--- config.mk ---
export PLATFORM = sky130hd
export DESIGN_NAME = lcd_cmd_engine
export DESIGN_NICKNAME = d
export VERILOG_FILES = /design/src/rtl/lcd_cmd_pkg.sv /design/src/rtl/lcd_cmd_regs.sv /design/src/rtl/lcd_cmd_timer.sv /design/src/rtl/lcd_cmd_seq.sv /design/src/rtl/lcd_cmd_engine.sv
export SDC_FILE = /design/constraint.sdc
export NUM_CORES = 1
export LEC_CHECK = 0
export BUFFER_PORTS_ARGS = -buffer_cell sky130_fd_sc_hd__buf_4
export CAP_MARGIN = 5
export CORE_ASPECT_RATIO = 0.7
export CORE_MARGIN = 5
export CORE_UTILIZATION = 25
export DETAILED_ROUTE_END_ITERATION = 16
export PLACE_DENSITY_LB_ADDON = 0.1
export SYNTH_ARGS = -nofsm -noshare
export SYNTH_HDL_FRONTEND = slang
export SYNTH_SLANG_ARGS = --single-unit
--- constraint.sdc ---
create_clock -name clk -period 1.7 [get_ports clk]
set_input_delay 0.17 -clock clk [delete_from_list [all_inputs] [get_ports clk]]
set_output_delay 0.17 -clock clk [all_outputs]
set_load 0.005 [all_outputs]
--- src/rtl/lcd_cmd_pkg.sv ---
package lcd_cmd_pkg;

    localparam int unsigned WORD_W    = 32;
    localparam int unsigned VALID_BIT = 28;
    localparam int unsigned RS_BIT    = 24;
    localparam int unsigned GO_BIT    = 0;
    localparam int unsigned SEL_BIT   = 1;
    localparam int unsigned BUSY_BIT  = 1;

    localparam int unsigned OFS_WDATA = 0;
    localparam int unsigned OFS_WKICK = 1;
    localparam int unsigned OFS_RDATA = 2;
    localparam int unsigned OFS_RKICK = 3;
    localparam int unsigned OFS_STAT  = 4;

    typedef enum logic [1:0] {
        PH_IDLE  = 2'd0,
        PH_SETUP = 2'd1,
        PH_PULSE = 2'd2,
        PH_HOLD  = 2'd3
    } phase_e;

endpackage

--- src/rtl/lcd_cmd_regs.sv ---
module lcd_cmd_regs
    import lcd_cmd_pkg::*;
#(
    parameter int ADDR_W = 3,
    parameter int DATA_W = 16
) (
    input  logic              clk,
    input  logic              rst_n,
    input  logic              reg_we,
    input  logic [ADDR_W-1:0] reg_addr,
    input  logic [WORD_W-1:0] reg_wdata,
    output logic [WORD_W-1:0] reg_rdata,
    input  logic              busy,
    input  logic              cap_en,
    input  logic [DATA_W-1:0] cap_data,
    output logic              wr_kick,
    output logic              rd_kick,
    output logic              kick_sel,
    output logic              w_valid,
    output logic              w_rs,
    output logic [DATA_W-1:0] w_data,
    output logic              r_rs
);

    localparam logic [ADDR_W-1:0] A_WDATA = ADDR_W'(OFS_WDATA);
    localparam logic [ADDR_W-1:0] A_WKICK = ADDR_W'(OFS_WKICK);
    localparam logic [ADDR_W-1:0] A_RDATA = ADDR_W'(OFS_RDATA);
    localparam logic [ADDR_W-1:0] A_RKICK = ADDR_W'(OFS_RKICK);
    localparam logic [ADDR_W-1:0] A_STAT  = ADDR_W'(OFS_STAT);

    typedef struct packed {
        logic              w_valid;
        logic              w_rs;
        logic [DATA_W-1:0] w_data;
        logic              r_rs;
        logic [DATA_W-1:0] r_data;
    } regs_t;

    regs_t regs_d, regs_q;
    logic  unused_wbits;

    assign unused_wbits = ^reg_wdata;

    always_comb begin
        regs_d = regs_q;
        if (reg_we && reg_addr == A_WDATA) begin
            regs_d.w_valid = reg_wdata[VALID_BIT];
            regs_d.w_rs    = reg_wdata[RS_BIT];
            regs_d.w_data  = reg_wdata[DATA_W-1:0];
        end
        if (reg_we && reg_addr == A_RDATA) begin
            regs_d.r_rs = reg_wdata[RS_BIT];
        end
        if (cap_en) begin
            regs_d.r_data = cap_data;
        end
    end

    always_ff @(posedge clk or negedge rst_n) begin
        if (!rst_n) begin
            regs_q <= '0;
        end else begin
            regs_q <= regs_d;
        end
    end

    assign wr_kick  = reg_we && (reg_addr == A_WKICK) && reg_wdata[GO_BIT];
    assign rd_kick  = reg_we && (reg_addr == A_RKICK) && reg_wdata[GO_BIT];
    assign kick_sel = reg_wdata[SEL_BIT];
    assign w_valid  = regs_q.w_valid;
    assign w_rs     = regs_q.w_rs;
    assign w_data   = regs_q.w_data;
    assign r_rs     = regs_q.r_rs;

    always_comb begin
        reg_rdata = '0;
        unique case (reg_addr)
            A_WDATA: begin
                reg_rdata[VALID_BIT]    = regs_q.w_valid;
                reg_rdata[RS_BIT]       = regs_q.w_rs;
                reg_rdata[DATA_W-1:0]   = regs_q.w_data;
            end
            A_RDATA: reg_rdata[DATA_W-1:0] = regs_q.r_data;
            A_STAT:  reg_rdata[BUSY_BIT]   = busy;
            default: reg_rdata = '0;
        endcase
    end

endmodule

--- src/rtl/lcd_cmd_timer.sv ---
module lcd_cmd_timer #(
    parameter int CNT_W = 4
) (
    input  logic             clk,
    input  logic             rst_n,
    input  logic             load,
    input  logic [CNT_W-1:0] load_val,
    output logic             expired
);

    logic [CNT_W-1:0] cnt_d, cnt_q;

    always_comb begin
        if (load) begin
            cnt_d = load_val;
        end else if (cnt_q != '0) begin
            cnt_d = cnt_q - 1'b1;
        end else begin
            cnt_d = cnt_q;
        end
    end

    always_ff @(posedge clk or negedge rst_n) begin
        if (!rst_n) begin
            cnt_q <= '0;
        end else begin
            cnt_q <= cnt_d;
        end
    end

    assign expired = (cnt_q == '0);

endmodule

--- src/rtl/lcd_cmd_seq.sv ---
module lcd_cmd_seq
    import lcd_cmd_pkg::*;
#(
    parameter int CNT_W  = 4,
    parameter int DATA_W = 16
) (
    input  logic              clk,
    input  logic              rst_n,
    input  logic              wr_kick,
    input  logic              rd_kick,
    input  logic              kick_sel,
    input  logic              w_valid,
    input  logic              w_rs,
    input  logic [DATA_W-1:0] w_data,
    input  logic              r_rs,
    input  logic [CNT_W-1:0]  cfg_setup,
    input  logic [CNT_W-1:0]  cfg_pulse,
    input  logic [CNT_W-1:0]  cfg_hold,
    input  logic [DATA_W-1:0] pnl_din,
    output logic              busy,
    output logic              cap_en,
    output logic [DATA_W-1:0] cap_data,
    output logic              pnl_cs_main_n,
    output logic              pnl_cs_sub_n,
    output logic              pnl_rs,
    output logic              pnl_wr_n,
    output logic              pnl_rd_n,
    output logic [DATA_W-1:0] pnl_dout,
    output logic              pnl_dout_en
);

    typedef struct packed {
        phase_e            phase;
        logic              sel;
        logic              rs;
        logic              rd;
        logic [DATA_W-1:0] dout;
        logic              cs_main_n;
        logic              cs_sub_n;
        logic              wr_n;
        logic              rd_n;
        logic              dout_en;
    } seq_t;

    seq_t             seq_d, seq_q;
    logic             t_load;
    logic [CNT_W-1:0] t_val;
    logic             t_expired;
    logic             go_wr;
    logic             active_d;

    lcd_cmd_timer #(.CNT_W(CNT_W)) i_timer (
        .clk      (clk),
        .rst_n    (rst_n),
        .load     (t_load),
        .load_val (t_val),
        .expired  (t_expired)
    );

    assign go_wr = wr_kick && w_valid;

    always_comb begin
        seq_d  = seq_q;
        t_load = 1'b0;
        t_val  = '0;
        cap_en = 1'b0;
        unique case (seq_q.phase)
            PH_IDLE: begin
                if (go_wr || rd_kick) begin
                    seq_d.phase = PH_SETUP;
                    seq_d.sel   = kick_sel;
                    seq_d.rd    = !go_wr;
                    seq_d.rs    = go_wr ? w_rs : r_rs;
                    if (go_wr) begin
                        seq_d.dout = w_data;
                    end
                    t_load = 1'b1;
                    t_val  = cfg_setup;
                end
            end
            PH_SETUP: begin
                if (t_expired) begin
                    seq_d.phase = PH_PULSE;
                    t_load      = 1'b1;
                    t_val       = cfg_pulse;
                end
            end
            PH_PULSE: begin
                if (t_expired) begin
                    seq_d.phase = PH_HOLD;
                    t_load      = 1'b1;
                    t_val       = cfg_hold;
                    cap_en      = seq_q.rd;
                end
            end
            PH_HOLD: begin
                if (t_expired) begin
                    seq_d.phase = PH_IDLE;
                end
            end
            default: seq_d.phase = PH_IDLE;
        endcase

        active_d        = (seq_d.phase != PH_IDLE);
        seq_d.cs_main_n = !(active_d && !seq_d.sel);
        seq_d.cs_sub_n  = !(active_d && seq_d.sel);
        seq_d.wr_n      = !(seq_d.phase == PH_PULSE && !seq_d.rd);
        seq_d.rd_n      = !(seq_d.phase == PH_PULSE && seq_d.rd);
        seq_d.dout_en   = active_d && !seq_d.rd;
    end

    always_ff @(posedge clk or negedge rst_n) begin
        if (!rst_n) begin
            seq_q           <= '0;
            seq_q.phase     <= PH_IDLE;
            seq_q.cs_main_n <= 1'b1;
            seq_q.cs_sub_n  <= 1'b1;
            seq_q.wr_n      <= 1'b1;
            seq_q.rd_n      <= 1'b1;
        end else begin
            seq_q <= seq_d;
        end
    end

    assign busy          = (seq_q.phase != PH_IDLE);
    assign cap_data      = pnl_din;
    assign pnl_cs_main_n = seq_q.cs_main_n;
    assign pnl_cs_sub_n  = seq_q.cs_sub_n;
    assign pnl_rs        = seq_q.rs;
    assign pnl_wr_n      = seq_q.wr_n;
    assign pnl_rd_n      = seq_q.rd_n;
    assign pnl_dout      = seq_q.dout;
    assign pnl_dout_en   = seq_q.dout_en;

endmodule

--- src/rtl/lcd_cmd_engine.sv ---
module lcd_cmd_engine
    import lcd_cmd_pkg::*;
#(
    parameter int ADDR_W = 3,
    parameter int DATA_W = 16,
    parameter int CNT_W  = 4
) (
    input  logic              clk,
    input  logic              rst_n,
    input  logic              reg_we,
    input  logic [ADDR_W-1:0] reg_addr,
    input  logic [31:0]       reg_wdata,
    output logic [31:0]       reg_rdata,
    input  logic [CNT_W-1:0]  cfg_setup,
    input  logic [CNT_W-1:0]  cfg_pulse,
    input  logic [CNT_W-1:0]  cfg_hold,
    output logic              pnl_cs_main_n,
    output logic              pnl_cs_sub_n,
    output logic              pnl_rs,
    output logic              pnl_wr_n,
    output logic              pnl_rd_n,
    output logic [DATA_W-1:0] pnl_dout,
    output logic              pnl_dout_en,
    input  logic [DATA_W-1:0] pnl_din
);

    logic              busy;
    logic              cap_en;
    logic [DATA_W-1:0] cap_data;
    logic              wr_kick;
    logic              rd_kick;
    logic              kick_sel;
    logic              w_valid;
    logic              w_rs;
    logic [DATA_W-1:0] w_data;
    logic              r_rs;

    lcd_cmd_regs #(.ADDR_W(ADDR_W), .DATA_W(DATA_W)) i_regs (
        .clk       (clk),
        .rst_n     (rst_n),
        .reg_we    (reg_we),
        .reg_addr  (reg_addr),
        .reg_wdata (reg_wdata),
        .reg_rdata (reg_rdata),
        .busy      (busy),
        .cap_en    (cap_en),
        .cap_data  (cap_data),
        .wr_kick   (wr_kick),
        .rd_kick   (rd_kick),
        .kick_sel  (kick_sel),
        .w_valid   (w_valid),
        .w_rs      (w_rs),
        .w_data    (w_data),
        .r_rs      (r_rs)
    );

    lcd_cmd_seq #(.CNT_W(CNT_W), .DATA_W(DATA_W)) i_seq (
        .clk           (clk),
        .rst_n         (rst_n),
        .wr_kick       (wr_kick),
        .rd_kick       (rd_kick),
        .kick_sel      (kick_sel),
        .w_valid       (w_valid),
        .w_rs          (w_rs),
        .w_data        (w_data),
        .r_rs          (r_rs),
        .cfg_setup     (cfg_setup),
        .cfg_pulse     (cfg_pulse),
        .cfg_hold      (cfg_hold),
        .pnl_din       (pnl_din),
        .busy          (busy),
        .cap_en        (cap_en),
        .cap_data      (cap_data),
        .pnl_cs_main_n (pnl_cs_main_n),
        .pnl_cs_sub_n  (pnl_cs_sub_n),
        .pnl_rs        (pnl_rs),
        .pnl_wr_n      (pnl_wr_n),
        .pnl_rd_n      (pnl_rd_n),
        .pnl_dout      (pnl_dout),
        .pnl_dout_en   (pnl_dout_en)
    );

endmodule

Yosys cells after proc, flatten, opt, wreduce, memory -nomap -nowiden
Cells that the tools add are included.
Word-level totals
  word-level logic and storage cells: 79
  output and inout port bits: 54
  flip-flop bits (word level): 65
  bits of input ports: 66
Cells by class
  equal/unequal tests: 8
  add/subtract/negate cells: 1
  reduce and logical (&&, ||, !) cells: 30
  mux-type cells: 24
Operators with widths (number)
  $pmux 14 s2: 1
  $mux 21: 1
  $mux 4: 5
  $mux 19: 1
  $mux 16: 1
  $logic_and 1x1->1: 12
  $pmux 4 s3: 1
  $pmux 2 s4: 1
  $logic_not 1->1: 7
  $mux 1: 7
  $eq 2x2->1 const B: 3
  $eq 3x2->1 const B: 2
  $mux 2: 3
  $reduce_bool 2->1: 3
  $logic_not 4->1: 1
  $pmux 1 s2: 2
  $reduce_bool 4->1: 1
  $sub 4x1->4 const B: 1
  $eq 3x1->1 const B: 1
  $eq 3x3->1 const B: 1
  $logic_not 3->1: 1
  $pmux 1 s3: 1
  $reduce_and 3->1: 1
  $eq 2x1->1 const B: 1
  4 further kinds: 4

Logic depth before layout (Yosys ltp)
  word-level depth: 10
  mapped depth: 7
  gate-level depth less buffers: 7

By module
A second synthesis with hierarchy kept.
Second synthesis, totals
  cells, all modules: 305
  area total of the unflattened synthesis: 3560.9 sq um
By module, submodules not included
  lcd_cmd_regs: cells each 154, area each 1864.3 sq um, sequential area each 875.8 sq um, times used 1
  lcd_cmd_seq: cells each 129, area each 1462.7 sq um, sequential area each 655.6 sq um, times used 1
  lcd_cmd_timer: cells each 22, area each 234.0 sq um, sequential area each 100.1 sq um, times used 1

Worst setup path before layout
Ideal clock, no wire load.
  path kind: register -> register
  start: reg i_seq.i_timer.cnt_q[0]
  end: reg i_regs.regs_q[10]
  stages on the path, launching flop included: 8
  setup slack: -168 ps
  library setup time: 125 ps
  path buffers: 2
  clock period less this slack: 1868 ps
  arrival: 1743 ps
  cells stage by stage: dfrtp_1 inv_1 ha_1 nor3b_2 and3_1 buf_2 buf_4 mux2_2
Between the ends
  longest elaborated chain between the ends: 3
RTL lines
  from (decl): line lcd_cmd_timer.sv:11  | logic [CNT_W-1:0] cnt_d, cnt_q;
  from (signal assigned): line lcd_cmd_timer.sv:27  | cnt_q <= cnt_d;
  $logic_not 4->1: line lcd_cmd_timer.sv:31  | assign expired = (cnt_q == '0);
  $mux 1: line lcd_cmd_seq.sv:89  | if (t_expired) begin
  $mux 1: line lcd_cmd_seq.sv:67  | unique case (seq_q.phase)
  to (signal assigned): line lcd_cmd_regs.sv:63  | regs_q <= regs_d;
  to (decl): line lcd_cmd_regs.sv:39  | regs_t regs_d, regs_q;
Every way passes these cells.
A chain may end at the register's enable or synchronous reset.

Final worst setup path
  start: reg i_seq.seq_q[24] (netlist name)
  end: out reg_rdata[1]
Between the ends
  longest elaborated chain between the ends: 2
RTL lines
  from (decl): line lcd_cmd_seq.sv:45  | seq_t seq_d, seq_q;
  from (signal assigned): line lcd_cmd_seq.sv:121  | seq_q <= seq_d;
  $reduce_bool 2->1: line lcd_cmd_seq.sv:125  | assign busy = (seq_q.phase != PH_IDLE);
  $pmux 1 s3: line lcd_cmd_regs.sv:77  | unique case (reg_addr)
  to (decl): line lcd_cmd_engine.sv:13  | output logic [31:0] reg_rdata,
Every way passes these cells.

==> reports/metrics.csv <==
metric,value,unit
Setup Crit Path Kind,flop to primary output,
"worst slack, placed",-133.3,ps
gr ovfl total,0,
Ys Warns,0,
share of cells above drive strength 1,61.21,%
buffer depth of the longest clock path,2,
Net Sw Frac,28.99,%
Layout Nets,448,
"FFs w/ async S/R, synth",100.0,%
total core area,13090,um2
outcome,finished with violations,
period utilization,103.4,%
first-pass GRT wire length,14.04,mm
Clk pwr share,28.0,%
Worst-path clk slew,50,ps
wire per inst,16.93,um
switching power,2020,uW
Worst Skew,3.775,ps
CTS tree,yes,
GRT Total Usage,11.80,%
Power Density,1416,nW/um2
Post-synth EDFFs,0,
initial antenna violation count,0,
Top Family by Delay on Critical Path,flip-flops,
largest area contributor in the netlist,dfrtp_1,
share of the synthesized area in the top cell type,45.99,%
vias,2317,
Clock Latency Late Sink,320,ps
die area,15720,um2
"Seq/Total Area, Yosys",49.15,%
CTS H-tree lvls,3,
Crit Path Max Fanout,3,
Worst Setup Start Kind,flop,
placed instance area,4303,um2
Die Y,106.4,um
synthesized area,3319,um2
CTS sink cnt,65,
Final Util,37.58,%
Crit path buffers/inverters,3,
Setup WS post-layout,-58.62,ps
die span in x,147.7,um
fmax,568.6,MHz
count of distinct cell types in the synthesized netlist,46,
"Largest stage delay, worst path",380,ps
synth top area cells,"dfrtp_1 (46%), mux2_2 (14%), buf_4 (7.7%)",
Num CTS Buffers,9,
"slowest stage cell, crit path",dfrtp_1,
Residual DRC,0,
post-route ant nets,0,
GPL Wtd Cong,0.7407,
I/O Buffers,91,
Initial Utilization,25.35,%
Mean Syn Cell Area,12.92,um2
unrepaired setup endpoints after global routing,yes,
"Critical Path, Cell by Cell",inv_2 -> buf_6 -> ha_4 -> nand2b_4 -> a21oi_2 -> a31oi_1 -> nor2_1 -> buf_4,
Routed WL,9.225,mm
Fin Setup TNS,-106.4,ps
Area Growth Syn to Fin,48.25,%
row count,35,
"Design Area, Final",4921,um2
failing checks,negative setup slack,
Max VDD drop,0.0004805,V
endpoints failing setup,5,
Int Pwr,4949,uW
root buf cell,clkbuf_16,
Crit path required time,1530,ps
"Slew Viols, Final",0,
part of the power in registers,32.8,%
Max Cap Viol,0,
final number of hold-violating endpoints,0,
vias per inst,4.251,
Hold Path Class,primary input to flop,
DP HPWL,6.725,mm
DRT iter0 DRCs,64,
"Top FF cell, synth",dfrtp_1,
Diodes inserted,0,
largest net degree at the start of global routing,34,
Tmin final,1759,ps
I/O pin count,120,
Crit. End Element,primary output,
Gate power share,39.2,%
synthesized instance count,257,
"Arr. time, crit path",1590,ps
#FFs+latches synth,65,
First-pass DRT Iterations,4,
number of global-route vias before repair,2415,
LEAKAGE,0.002390,uW
==> timing repair <==
| action | in CTS | in global routing |
|---|---|---|
| setup endpoints to repair | 27 | 43 |
| gates resized for setup | 31 | 13 |
| setup buffers | 5 | 3 |
| hold buffers | 1 | 0 |
| cloned | 1 | 1 |
| hold endpoints to repair | 25 | 0 |
| pin swaps | 9 | 6 |
==> cell type report <==
| cell class | instances | area, um2 |
|---|---|---|
| Sequential cell | 65 | 1632 |
| Inverter | 8 | 30.03 |
| Clock inverter | 3 | 65.06 |
| Clock buffer | 12 | 246.5 |
| Tap cell | 166 | 207.7 |
| Timing Repair Buffer | 134 | 1095 |
| Fill cell | 1294 | 8173 |
| Multi-Input combinational cell | 157 | 1645 |
==> power by group through the flow <==
stage	clock, uW	sequential [uW]	combinational (uW)
2_1_floorplan	0	2230	1340
3_3_place_gp	0	2300	2160
3_5_place_dp	0	2300	2180
4_1_cts	2010	2290	2600
5_1_grt	2090	2350	2980
6_report	1950	2290	2730
==> sequential cells by signal, summed over array words and instances (netlist names), 4 cells and up <==
register,cells
i_regs.regs_q,16
i_regs.w_data,16
i_seq.pnl_dout,16
i_seq.i_timer.cnt_q,4
i_seq.seq_q,4
==> final timing paths <==
| check | from | to | slack [ps] | depth (start not counted) |
|---|---|---|---|---|
| max in group asynchronous | rst_n | i_regs.regs_q[7]$_DFFE_PN0P_ | 790 | 3 |
| min in group asynchronous | rst_n | i_seq.pnl_dout[12]$_DFFE_PN0P_ | 330 | 2 |
| worst max-delay path | i_seq.seq_q[24]$_DFF_PN0_ | reg_rdata[1] | -60 | 8 |
| worst min register to register | i_regs.r_rs$_DFFE_PN0P_ | i_regs.r_rs$_DFFE_PN0P_ | 510 | 1 |
| worst max register to register | i_seq.i_timer.cnt_q[0]$_DFFE_PN0P_ | i_seq.pnl_dout_en$_DFF_PN0_ | -50 | 6 |
| worst min-delay path | pnl_din[5] | i_regs.regs_q[5]$_DFFE_PN0P_ | 70 | 2 |
==> synthesized netlist by cell type, types with 2 or more instances <==
master and number:
dfrtp_1 61, mux2_2 42, buf_4 34, a22o_1 15, mux2_4 10, nor2_1 10, inv_1 8, ha_1 7
a21oi_1 6, nor3_1 6, a22oi_1 5, mux2i_1 5, dfstp_2 4, nand2b_1 4, clkbuf_1 3, nand3_1 3
a221o_1 2, and2_1 2, nor3b_1 2, nor3b_2 2
==> placed cells by master, fill, tap and decap left out, types with 2 or more instances in the layout <==
cell type  Yosys  routed
buf_4         34     125
nand2b_4       0       2
nand2b_1       4       2
conb_1         1      14
nand3_1        3       3
buf_6          1       3
dfstp_2        4       4
buf_12         0       3
and2_1         2       2
inv_1          8       4
inv_2          0       4
mux2_4        10      32
ha_4           0       2
mux2_2        42      20
nor3b_1        2       2
clkbuf_1       3       2
a22oi_1        5       4
a22o_1        15      15
a221o_1        2       2
nor3_4         1       2
nor3_1         6       4
dfrtp_1       61      61
ha_1           7       3
nor2_1        10       9
a21oi_1        6       5
clkbuf_16      0      10
mux2i_1        5       5
bufinv_16      0       2
ha_2           0       2
==> routing by layer <==
layer	global-route usage (%)	up-vias	part of all wire (%)
met1	16.82	1131	50
met3	3.792	8	4.6
met4	2.992	0	0.92
met2	17.24	54	45
met5	0	-	0
li1	-	1124	-
==> cells by family after synthesis <==
family          Yosys count  synth area share (%)
mux                      57                 20.28
buf+inv                  48                 9.574
simple gates             39                 8.141
flops                    65                 49.15
fa+ha+maj                 7                 2.638
other cells               1                0.1130
compound gates           40                 10.10
==> per-stage QoR <==
stage                     total power (uW)  hold slack, ps  instances
after floorplan                       3565          -125.6        270
after global placement                4454           149.1        520
after detailed placement              4483           147.4        520
after CTS                             6903           60.77        542
after global routing                  7413           56.72        545
final                                 6969           73.07        545
No activity file was read; power rests on OpenSTA's default activity.
